### config.mk
export PLATFORM = sky130hd
export DESIGN_NAME = pwm_break_ctrl
export DESIGN_NICKNAME = d
export VERILOG_FILES = /design/src/rtl/brk_pkg.sv /design/src/rtl/brk_filter.sv /design/src/rtl/brk_regs.sv /design/src/rtl/brk_outstage.sv /design/src/rtl/pwm_break_ctrl.sv
export SDC_FILE = /design/constraint.sdc
export NUM_CORES = 1
export LEC_CHECK = 0
export ABC_AREA = 0
export ABC_CLOCK_PERIOD_IN_PS = 1770
export BUFFER_PORTS_ARGS = -buffer_cell sky130_fd_sc_hd__clkbuf_2
export CAP_MARGIN = 20
export CORE_MARGIN = 2
export CORE_UTILIZATION = 30
export DETAILED_ROUTE_END_ITERATION = 16
export PLACE_DENSITY_LB_ADDON = 0.3
export SLEW_MARGIN = 25
export SYNTH_ARGS = -nofsm -noshare
export SYNTH_HDL_FRONTEND = slang
export SYNTH_HIERARCHICAL = 1
export SYNTH_SLANG_ARGS = --single-unit
### constraint.sdc
create_clock -name clk -period 1.77 [get_ports clk]
set_input_delay 0 -clock clk [delete_from_list [all_inputs] [get_ports clk]]
set_output_delay 0 -clock clk [all_outputs]
set_load 0.005 [all_outputs]
### src/rtl/brk_pkg.sv
// Shared constants and helpers for the PWM fault break controller.
// Assumes a 2-bit register address and 16-bit register data.
package brk_pkg;
    localparam int REG_AW = 2;
    localparam int REG_DW = 16;

    localparam logic [REG_AW-1:0] A_CTRL = 2'd0;
    localparam logic [REG_AW-1:0] A_SRC  = 2'd1;
    localparam logic [REG_AW-1:0] A_TIME = 2'd2;
    localparam logic [REG_AW-1:0] A_FLAG = 2'd3;

    localparam int B_EN     = 0;
    localparam int B_POL    = 1;
    localparam int B_MOE    = 2;
    localparam int B_OFF    = 3;
    localparam int B_IDLE_P = 4;
    localparam int B_IDLE_N = 5;

    localparam int SRC_POL_LSB = 8;
    localparam int FLEN_LSB    = 8;

    typedef struct packed {
        logic off_sel;
        logic idle_p;
        logic idle_n;
    } outcfg_t;

    // Drops both lines to inactive when both request the active level.
    function automatic logic [1:0] interlock(input logic p, input logic n);
        return {p & ~n, n & ~p};
    endfunction
endpackage

### src/rtl/brk_filter.sv
// Majority-free digital filter: the output follows the input only after
// the last N samples all agree, N = len_sel + 1.
// Assumes MAXLEN >= 2 and len_sel < MAXLEN.
module brk_filter #(
    parameter int MAXLEN = 8,
    localparam int LW = $clog2(MAXLEN)
) (
    input  logic          clk,
    input  logic          rst_n,
    input  logic [LW-1:0] len_sel,
    input  logic          din,
    output logic          dout
);
    logic [MAXLEN-1:0] hist;
    logic [MAXLEN-1:0] mask;

    // Select the newest N sample positions.
    always_comb begin
        for (int k = 0; k < MAXLEN; k++) begin
            mask[k] = (k <= int'(len_sel));
        end
    end

    // Shift samples in and update the output on full agreement.
    always_ff @(posedge clk) begin
        if (!rst_n) begin
            hist <= '0;
            dout <= 1'b0;
        end else begin
            hist <= {hist[MAXLEN-2:0], din};
            if ((hist & mask) == mask) begin
                dout <= 1'b1;
            end else if ((hist & mask) == '0) begin
                dout <= 1'b0;
            end
        end
    end
endmodule

### src/rtl/brk_regs.sv
// Register file of the break controller. It holds the delayed enable and
// polarity, the output configuration, source setup, timing fields, sticky
// flags and the MOE readback synchronizer.
// Assumes NSRC <= 8 and DT_W <= 8 so that fields fit in 16-bit words.
module brk_regs
    import brk_pkg::*;
#(
    parameter int NSRC = 4,
    parameter int DT_W = 8,
    parameter int LW   = 3
) (
    input  logic              clk,
    input  logic              rst_n,
    input  logic              we,
    input  logic [REG_AW-1:0] waddr,
    input  logic [REG_DW-1:0] wdata,
    input  logic [REG_AW-1:0] raddr,
    output logic [REG_DW-1:0] rdata,
    input  logic              moe,
    input  logic              brk_now,
    input  logic [NSRC-1:0]   src_hit,
    output logic              en_eff,
    output logic              pol_eff,
    output logic              moe_rd,
    output outcfg_t           ocfg,
    output logic [NSRC-1:0]   src_en,
    output logic [NSRC-1:0]   src_pol,
    output logic [DT_W-1:0]   dt_val,
    output logic [LW-1:0]     flen
);
    logic            en_sh;
    logic            pol_sh;
    logic [1:0]      moe_sy;
    logic [NSRC-1:0] flags;
    logic [NSRC-1:0] clr;

    // Capture software writes into configuration registers.
    always_ff @(posedge clk) begin
        if (!rst_n) begin
            en_sh   <= 1'b0;
            pol_sh  <= 1'b0;
            ocfg    <= '0;
            src_en  <= '0;
            src_pol <= '0;
            dt_val  <= '0;
            flen    <= '0;
        end else if (we) begin
            case (waddr)
                A_CTRL: begin
                    en_sh  <= wdata[B_EN];
                    pol_sh <= wdata[B_POL];
                    ocfg   <= '{off_sel: wdata[B_OFF], idle_p: wdata[B_IDLE_P],
                                idle_n: wdata[B_IDLE_N]};
                end
                A_SRC: begin
                    src_en  <= wdata[NSRC-1:0];
                    src_pol <= wdata[SRC_POL_LSB +: NSRC];
                end
                A_TIME: begin
                    dt_val <= wdata[DT_W-1:0];
                    flen   <= wdata[FLEN_LSB +: LW];
                end
                default: ;
            endcase
        end
    end

    // Apply enable and polarity one clock after they are written.
    always_ff @(posedge clk) begin
        if (!rst_n) begin
            en_eff  <= 1'b0;
            pol_eff <= 1'b0;
        end else begin
            en_eff  <= en_sh;
            pol_eff <= pol_sh;
        end
    end

    // Resynchronize the asynchronous MOE for software readback.
    always_ff @(posedge clk) begin
        if (!rst_n) begin
            moe_sy <= '0;
        end else begin
            moe_sy <= {moe_sy[0], moe};
        end
    end
    assign moe_rd = moe_sy[1];

    // Decode write-one-to-clear strobes for the flags.
    always_comb begin
        clr = '0;
        if (we && waddr == A_FLAG) begin
            clr = wdata[NSRC-1:0];
        end
    end

    // Record which qualified source was present during a break.
    always_ff @(posedge clk) begin
        if (!rst_n) begin
            flags <= '0;
        end else begin
            flags <= (flags & ~clr) | (src_hit & {NSRC{brk_now}});
        end
    end

    // Assemble read data for the addressed register.
    always_comb begin
        rdata = '0;
        case (raddr)
            A_CTRL: begin
                rdata[B_EN]     = en_eff;
                rdata[B_POL]    = pol_eff;
                rdata[B_MOE]    = moe_rd;
                rdata[B_OFF]    = ocfg.off_sel;
                rdata[B_IDLE_P] = ocfg.idle_p;
                rdata[B_IDLE_N] = ocfg.idle_n;
            end
            A_SRC: begin
                rdata[NSRC-1:0]            = src_en;
                rdata[SRC_POL_LSB +: NSRC] = src_pol;
            end
            A_TIME: begin
                rdata[DT_W-1:0]      = dt_val;
                rdata[FLEN_LSB +: LW] = flen;
            end
            default: rdata[NSRC-1:0] = flags;
        endcase
    end
endmodule

### src/rtl/brk_outstage.sv
// Output stage: passes the interlocked PWM pair while MOE is high. When MOE
// is low it either releases the pads, or drives them inactive for the
// deadtime and then drives the interlocked idle levels.
// Assumes active level is 1 on both outputs.
module brk_outstage
    import brk_pkg::*;
#(
    parameter int DT_W = 8
) (
    input  logic            clk,
    input  logic            rst_n,
    input  logic            moe,
    input  logic [DT_W-1:0] dt_val,
    input  outcfg_t         ocfg,
    input  logic            pwm_p,
    input  logic            pwm_n,
    output logic            out_p,
    output logic            out_n,
    output logic            oe_p,
    output logic            oe_n
);
    logic [DT_W-1:0] dt_cnt;
    logic            dt_done;

    // Count clocks since MOE dropped, saturating at the deadtime.
    always_ff @(posedge clk) begin
        if (!rst_n || moe) begin
            dt_cnt <= '0;
        end else if (dt_cnt != dt_val) begin
            dt_cnt <= dt_cnt + 1'b1;
        end
    end
    assign dt_done = (dt_cnt == dt_val);

    // Choose pad values and enables for the current state.
    always_comb begin
        if (moe) begin
            {out_p, out_n} = interlock(pwm_p, pwm_n);
            {oe_p, oe_n}   = 2'b11;
        end else if (!ocfg.off_sel) begin
            {out_p, out_n} = 2'b00;
            {oe_p, oe_n}   = 2'b00;
        end else if (!dt_done) begin
            {out_p, out_n} = 2'b00;
            {oe_p, oe_n}   = 2'b11;
        end else begin
            {out_p, out_n} = interlock(ocfg.idle_p, ocfg.idle_n);
            {oe_p, oe_n}   = 2'b11;
        end
    end
endmodule

### src/rtl/pwm_break_ctrl.sv
// Top of the PWM fault break controller. It qualifies each fault source,
// merges them into a break line, and clears MOE asynchronously on a break.
// The output stage shuts the complementary pair down safely.
// Assumes fault inputs NFILT..NSRC-1 are already glitch-free system flags.
module pwm_break_ctrl
    import brk_pkg::*;
#(
    parameter int NSRC   = 4,
    parameter int NFILT  = 2,
    parameter int FMAX   = 8,
    parameter int DT_W   = 8
) (
    input  logic              clk,
    input  logic              rst_n,
    input  logic              pwm_oc,
    input  logic              pwm_ocn,
    input  logic [NSRC-1:0]   fault_in,
    input  logic              reg_we,
    input  logic [REG_AW-1:0] reg_waddr,
    input  logic [REG_DW-1:0] reg_wdata,
    input  logic [REG_AW-1:0] reg_raddr,
    output logic [REG_DW-1:0] reg_rdata,
    output logic              oc_out,
    output logic              ocn_out,
    output logic              oc_oe,
    output logic              ocn_oe
);
    localparam int LW = $clog2(FMAX);

    logic [NSRC-1:0] lvl;
    logic [NSRC-1:0] src_en;
    logic [NSRC-1:0] src_pol;
    logic [NSRC-1:0] src_hit;
    logic [DT_W-1:0] dt_val;
    logic [LW-1:0]   flen;
    logic            en_eff;
    logic            pol_eff;
    logic            moe_rd;
    logic            merged;
    logic            brk_now;
    logic            moe_q;
    outcfg_t         ocfg;

    // Filter the application sources, pass system sources straight through.
    for (genvar i = 0; i < NSRC; i++) begin : g_src
        if (i < NFILT) begin : g_filt
            brk_filter #(.MAXLEN(FMAX)) u_filt (
                .clk     (clk),
                .rst_n   (rst_n),
                .len_sel (flen),
                .din     (fault_in[i]),
                .dout    (lvl[i])
            );
        end else begin : g_raw
            assign lvl[i] = fault_in[i];
        end
    end

    // Qualify sources and form the global break line.
    always_comb begin
        src_hit = src_en & (lvl ^ src_pol);
        merged  = |src_hit;
        brk_now = en_eff & (pol_eff ? merged : ~merged);
    end

    // MOE: set by software, cleared at once by a break.
    always_ff @(posedge clk or posedge brk_now) begin
        if (brk_now) begin
            moe_q <= 1'b0;
        end else if (!rst_n) begin
            moe_q <= 1'b0;
        end else if (reg_we && reg_waddr == A_CTRL) begin
            moe_q <= reg_wdata[B_MOE];
        end
    end

    brk_regs #(.NSRC(NSRC), .DT_W(DT_W), .LW(LW)) u_regs (
        .clk     (clk),
        .rst_n   (rst_n),
        .we      (reg_we),
        .waddr   (reg_waddr),
        .wdata   (reg_wdata),
        .raddr   (reg_raddr),
        .rdata   (reg_rdata),
        .moe     (moe_q),
        .brk_now (brk_now),
        .src_hit (src_hit),
        .en_eff  (en_eff),
        .pol_eff (pol_eff),
        .moe_rd  (moe_rd),
        .ocfg    (ocfg),
        .src_en  (src_en),
        .src_pol (src_pol),
        .dt_val  (dt_val),
        .flen    (flen)
    );

    brk_outstage #(.DT_W(DT_W)) u_out (
        .clk    (clk),
        .rst_n  (rst_n),
        .moe    (moe_q),
        .dt_val (dt_val),
        .ocfg   (ocfg),
        .pwm_p  (pwm_oc),
        .pwm_n  (pwm_ocn),
        .out_p  (oc_out),
        .out_n  (ocn_out),
        .oe_p   (oc_oe),
        .oe_n   (ocn_oe)
    );
endmodule

; ---- After elaboration in Yosys (flattened, before gate mapping)
; Cells that the tools add are included.
[word_totals]
register_bits = 59
input_bits = 29
out_inout_bits = 20
elab_cells = 90
[op_classes]
n_addsub = 1
magnitude_cmp = 7
eq_ne = 10
mux = 21
bitwise_logic = 18
reduce_logical = 14
[ops]
columns = operator, count
row1 = 8-bit == test, 3
row2 = 8-bit bitwise AND, 2
row3 = 8-bit zero test, 2
row4 = 1-bit two-way mux, 16
row5 = 4-bit bitwise AND, 3
row6 = 3-bit <= comparator (first input constant), 4
row7 = 4-bit one-hot mux with 3 select lines, 1
row8 = 8-bit by 1-bit adder with 8-bit output (second input constant), 1
row9 = 8-bit inequality test, 1
row10 = 2-bit == test (second input constant), 3
row11 = 2-bit by 3-bit <= comparator with 1-bit output (first input constant), 2
row12 = 3-bit one-hot mux with 2 select lines, 1
row13 = 2-bit AND reduction, 3
row14 = 1-bit bitwise AND, 5
row15 = 1-bit NOT, 5
row16 = 2-bit by 1-bit == test with 1-bit output (second input constant), 2
row17 = 2-bit zero test, 2
row18 = 4-bit two-way mux, 1
row19 = 4-bit NOT, 1
row20 = 4-bit bitwise OR, 1
row21 = 2-bit one-hot mux with 2 select lines, 1
row22 = 2-bit nonzero test, 2
row23 = 4-bit OR reduction, 1
row24 = 4-bit XOR, 1
row25 = 6 further kinds, 7

; ---- Longest topological paths before layout
[logic_depth]
depth_word = 8
depth_mapped = 7
depth_no_buf = 6

; ---- Modules after synthesis
; Netlist, hierarchy kept.
[by_module_without_submodules]
columns = module, n_inst, cells_per_inst, area_each_um2, seq_area_each_um2
row1 = brk_regs, 1, 157, 1467.7, 640.6
row2 = brk_filter, 2, 39, 367.9, 180.2
row3 = brk_outstage, 1, 72, 614.3, 160.2
row4 = pwm_break_ctrl, 1, 19, 168.9, 25.0

; ---- Least setup slack after synthesis
; OpenSTA, ideal clock, no wires.
[synth_path]
kind = register to register
startpoint = reg u_regs.src_pol[3]
endpoint = reg u_regs.flags[1]
setup_ps = 128
arrival_time_ps = 1576
required_time_ps = 1642
path_slack_ps = 65
path_stages_with_launch = 8
path_buffers = 1
synth_period_minus_slack_ps = 1705
path_cell_list = dfxtp_1 -> xor2_1 -> and2_4 -> nor4_4 -> mux2_1 -> clkbuf_2 -> a21oi_1 -> a311oi_1
[synth_via]
elab_chain_cells = 8
[synth_lines]
columns = element, line
row1 = "start, declared", brk_regs.sv:27  ; output logic [NSRC-1:0] src_pol,
row2 = "start signal, assigned", brk_regs.sv:57  ; src_pol <= wdata[SRC_POL_LSB +: NSRC];
row3 = 4-bit XOR *, pwm_break_ctrl.sv:61  ; src_hit = src_en & (lvl ^ src_pol);
row4 = 4-bit bitwise AND *, pwm_break_ctrl.sv:61
row5 = via src_hit[3], pwm_break_ctrl.sv:33  ; logic [NSRC-1:0] src_hit;
row6 = 4-bit OR reduction *, pwm_break_ctrl.sv:62  ; merged = |src_hit;
row7 = 1-bit NOT, pwm_break_ctrl.sv:63  ; brk_now = en_eff & (pol_eff ? merged : ~merged);
row8 = 1-bit two-way mux *, pwm_break_ctrl.sv:63
row9 = 1-bit bitwise AND *, pwm_break_ctrl.sv:63
row10 = via brk_now, pwm_break_ctrl.sv:40  ; logic brk_now;
row11 = 4-bit bitwise AND *, brk_regs.sv:102  ; flags <= (flags & ~clr) | (src_hit & {NSRC{brk_now}});
row12 = 4-bit bitwise OR *, brk_regs.sv:102
row13 = "end signal, assigned", brk_regs.sv:102
row14 = "end, declared", brk_regs.sv:34  ; logic [NSRC-1:0] flags;
; The timed path passes the listed nets; every way through them passes the cells marked *.
; A chain may end at the register's enable or synchronous reset.

; ---- Final worst setup path
[layout_path]
startpoint = reg u_out.dt_cnt[2]
endpoint = out oc_out
[layout_via]
elab_chain_cells = 4
[layout_lines]
columns = element, line
row1 = "start, declared", brk_outstage.sv:22  ; logic [DT_W-1:0] dt_cnt;
row2 = "start signal, assigned", brk_outstage.sv:30  ; dt_cnt <= dt_cnt + 1'b1;
row3 = 8-bit == test, brk_outstage.sv:33  ; assign dt_done = (dt_cnt == dt_val);
row4 = 1-bit two-way mux, brk_outstage.sv:43  ; end else if (!dt_done) begin
row5 = 1-bit two-way mux, brk_outstage.sv:40  ; end else if (!ocfg.off_sel) begin
row6 = 1-bit two-way mux, brk_outstage.sv:37  ; if (moe) begin
row7 = "end, declared", pwm_break_ctrl.sv:23  ; output logic oc_out,
; No other way between the ends.

==> impl_metrics.yaml <==
critical_path:
  rr_endpoint: "u_regs/flags[3]$_SDFF_PN0_"
  worstPathRequired_ns: 1.77
  critPathLaunchType: "flop"
  crit_type: "flop to output port"
  critPathMaxStageDelay_ns: 0.35
  crit_chain: "xor2_1 > nor4_2 > buf_4 > nand3_4 > o41ai_2 > buf_2"
  slowest_stage: "dfxtp_2"
  worst_setup_path_end_kind: "output port"
  worstPathMaxFanout: 6
  worstReg2RegStart: "u_regs/src_pol[1]$_SDFFE_PN0P_"
  reg2reg_depth: 6
  r2r_setup_slack_ns: 0.03
  arrival_ns: 1.75
floorplanning:
  start_util: 0.307
  pin_count: 49
  die_area_um2: 10800
  num_rows: 36
  die_h_um: 104
  core-area_um2: 9730
  die_w_um: 104
final_layout:
  mostFrequentLayoutCells: "60 x nand2_1, 55 x dfxtp_1, 39 x clkbuf_2"
  final_util: 0.385
  mostFrequentLayoutCell: "nand2_1"
  area_delta_synth_final_pct: 25.4
  antenna_cells: 0
  fillers: 1028
  drive_gt1_frac: 0.235
  fin_area_um2: 3750
  final_nets: 424
min_path:
  hold_start: "reg_waddr[1]"
  min_to: "u_regs/ocfg[0]$_SDFFE_PN0P_"
  min_path_type: "input pin to flop"
  hold_depth: 3
synth:
  ys_seq_elements: 59
  avgSynthCellArea_um2: 9.16
  synth_edf_count: 0
  async_flop_share: 0.0169
  yosys_most_used_dff: "dfxtp_1"
  syn_area_um2: 2990
  ys_warn_count: 6
  ys_types: 50
  synth_cells: 326
  seq_area_frac_synth: 0.397
route:
  firstDrtPassIters: 4
  routed_via_density: 4.74
  wl_per_cell_um: 13.8
  drt_wl_total_um: 7300
  num_vias: 2504
  ant_nets: 0
  drtIter0Drc: 143
  drcViolationCount: 0
power:
  combinationalPowerShare: 0.153
  total_power_w: 0.00336
  irDropWorstVdd_mv: 0.320
  p_leak_nw: 1.62
  switching_share: 0.257
  pwr-share-seq: 0.430
  p_int_w: 0.00249
  clkPwrFrac: 0.417
  power_density_nw_per_um2: 896
  switching_power_w: 0.000864
clocking:
  clock_path_buffers: 2
  clkTransAtPathRegs_ns: 0.07
  cts_sinks: 59
  cts_root_buf: "clkbuf_8"
  cts-buffers-inserted: 9
  cts_tree: "yes"
  clock_latency_ns: 0.33
  htree_num_levels: 3
global_route:
  grt_max_degree: 34
  antenna_found_initial: 0
  grt_pass1_vias: 2398
  use_met3: 0.0352
  grt_pass1_wl_um: 11700
  met1_usage: 0.182
  grt_busiest_layer: "met2"
  overflow: 0
  met2_usage: 0.210
  grtUsageTotal: 0.138
placement:
  placed_cell_area_um2: 3320
  portBuffers: 40
  hpwlAfterDp_um: 5360
  place.gp.congestion: 0.906
sta:
  final-hold-violation-count: 0
  fmax_ghz: 0.571
  slew_headroom: 0.582
  finalMaxSlewViolations: 0
  fin_crit_ns: 1.75
  rsz0062_at_grt: "true"
  tightest_slew_ns: 0.625
  setup_violations: 0
  skew_ns: 0.00678
  min_period_over_period: 0.990
run:
  drv_cap: 0
outcome:
  status: "finished clean"
critical path: cells and delay by family, from the launching register on:
kind	cells	cell delay, ns
DFF	1	0.35
AOI/OAI and AO/OA	1	0.20
buffers and inverters	2	0.33
and+or+nand+nor	2	0.38
xor gates and xnor gates	1	0.17
Yosys cell counts, types with 3 or more instances:
cell type  count  share of area
nand2b_1       4         0.0084
and2_1        23          0.048
mux2i_1       32           0.11
a2111o_1       3          0.011
nand3b_1       6          0.015
a311oi_1       4          0.012
buf_4          7          0.018
o21ai_1        4         0.0067
nand2_1       60          0.075
a21oi_1       18          0.030
nor4_2         4          0.017
dfxtp_1       58           0.39
nor2_1         4         0.0050
o21ai_0        6          0.010
a22oi_1        3         0.0075
inv_1         14          0.018
nand3_1        5         0.0084
buf_2          3         0.0050
nor2b_1        5          0.010
xor2_1        12          0.035
clkbuf_1       3         0.0038
a222oi_1       4          0.013
ha_1           5          0.021
a211oi_1       3         0.0075
cell families after synthesis:
group / share of synthesized area
AND/OR/NAND/NOR: 0.231
XOR/XNOR: 0.0352
AO/OA/AOI/OAI: 0.147
flip-flops: 0.397
adder cells (fa/ha/maj): 0.0209
multiplexers: 0.111
buffers and inverters: 0.0557
other: 0.00126
per-stage QoR:
step                      setup TNS [ns]  setup slack (ns)  hold WS [ns]  std cells
after floorplan                        0            0.0654         0.110        329
after global placement                 0            0.0555         0.207        493
after detailed placement               0           0.00138         0.213        493
after CTS                        -0.0202           -0.0202        0.0504        527
after global routing              -0.188           -0.0899        0.0656        528
final                                  0            0.0178        0.0719        528
registers in the layout, summed over array words and instances (netlist names):
register / flops
u_regs/flen: 3
u_regs/en_sh: 1
u_regs/src_en: 4
u_regs/ocfg: 3
moe_q: 1
u_regs/pol_eff: 1
u_regs/en_eff: 1
u_regs/moe_sy: 2
g_src.g_filt.u_filt/hist: 16
g_src.g_filt.u_filt/dout: 2
u_regs/src_pol: 4
u_regs/pol_sh: 1
u_regs/dt_val: 8
u_out/dt_cnt: 8
u_regs/flags: 4
layout make-up:
cell class | instances | area [um2] | share of cell area
multi-input cells | 238 | 1660 | 0.444
flip-flops and latches | 59 | 1190 | 0.318
repair buffers | 68 | 448 | 0.120
well taps | 133 | 166 | 0.0444
clock buffers | 12 | 155 | 0.0414
clock inverters | 4 | 72.6 | 0.0194
inverters | 14 | 52.6 | 0.0140
routing by layer:
layer | part of all wire | wire length (um) | vias to the layer above
li1 | - | - | 1255
met1 | 0.49 | 3560 | 1178
met2 | 0.45 | 3270 | 60
met3 | 0.044 | 322 | 11
met4 | 0.020 | 146 | 0
met5 | 0 | 0 | -
power by group through the flow:
| stage | Sequential, W | Clock, W | Combinational, W |
|---|---|---|---|
| 5_1_grt | 0.00145 | 0.00150 | 0.000566 |
| 3_5_place_dp | 0.00147 | 0 | 0.000440 |
| 4_1_cts | 0.00144 | 0.00144 | 0.000507 |
| 6_report | 0.00145 | 0.00140 | 0.000513 |
| 3_3_place_gp | 0.00147 | 0 | 0.000439 |
| 2_1_floorplan | 0.00146 | 0 | 0.000325 |
what timing repair did:
item | in CTS | in global routing
hold buffers | 15 | 0
setup endpoints to repair | 3 | 6
pin swaps | 1 | 3
resized for setup | 2 | 8
hold endpoints to repair | 31 | 0
buffers inserted | 3 | 1
worst max path at each step:
| stage | start | to | slack, ns | depth (start not counted) |
|---|---|---|---|---|
| 3_3_place_gp | u_regs/src_pol[3]$_SDFFE_PN0P_ | u_regs/flags[0]$_SDFF_PN0_ | 0.06 | 6 |
| 2_1_floorplan | u_regs/src_pol[3]$_SDFFE_PN0P_ | u_regs/flags[1]$_SDFF_PN0_ | 0.07 | 7 |
| 4_1_cts | u_out/dt_cnt[2]$_SDFFE_PP0P_ | oc_out | -0.02 | 6 |
| 3_5_place_dp | u_regs/src_pol[3]$_SDFFE_PN0P_ | u_regs/flags[1]$_SDFF_PN0_ | 0.001 | 6 |
| 6_report | u_out/dt_cnt[2]$_SDFFE_PP0P_ | oc_out | 0.02 | 6 |
| 5_1_grt | u_out/dt_cnt[4]$_SDFFE_PP0P_ | oc_out | -0.09 | 6 |
(Power assumes the default switching activity.)
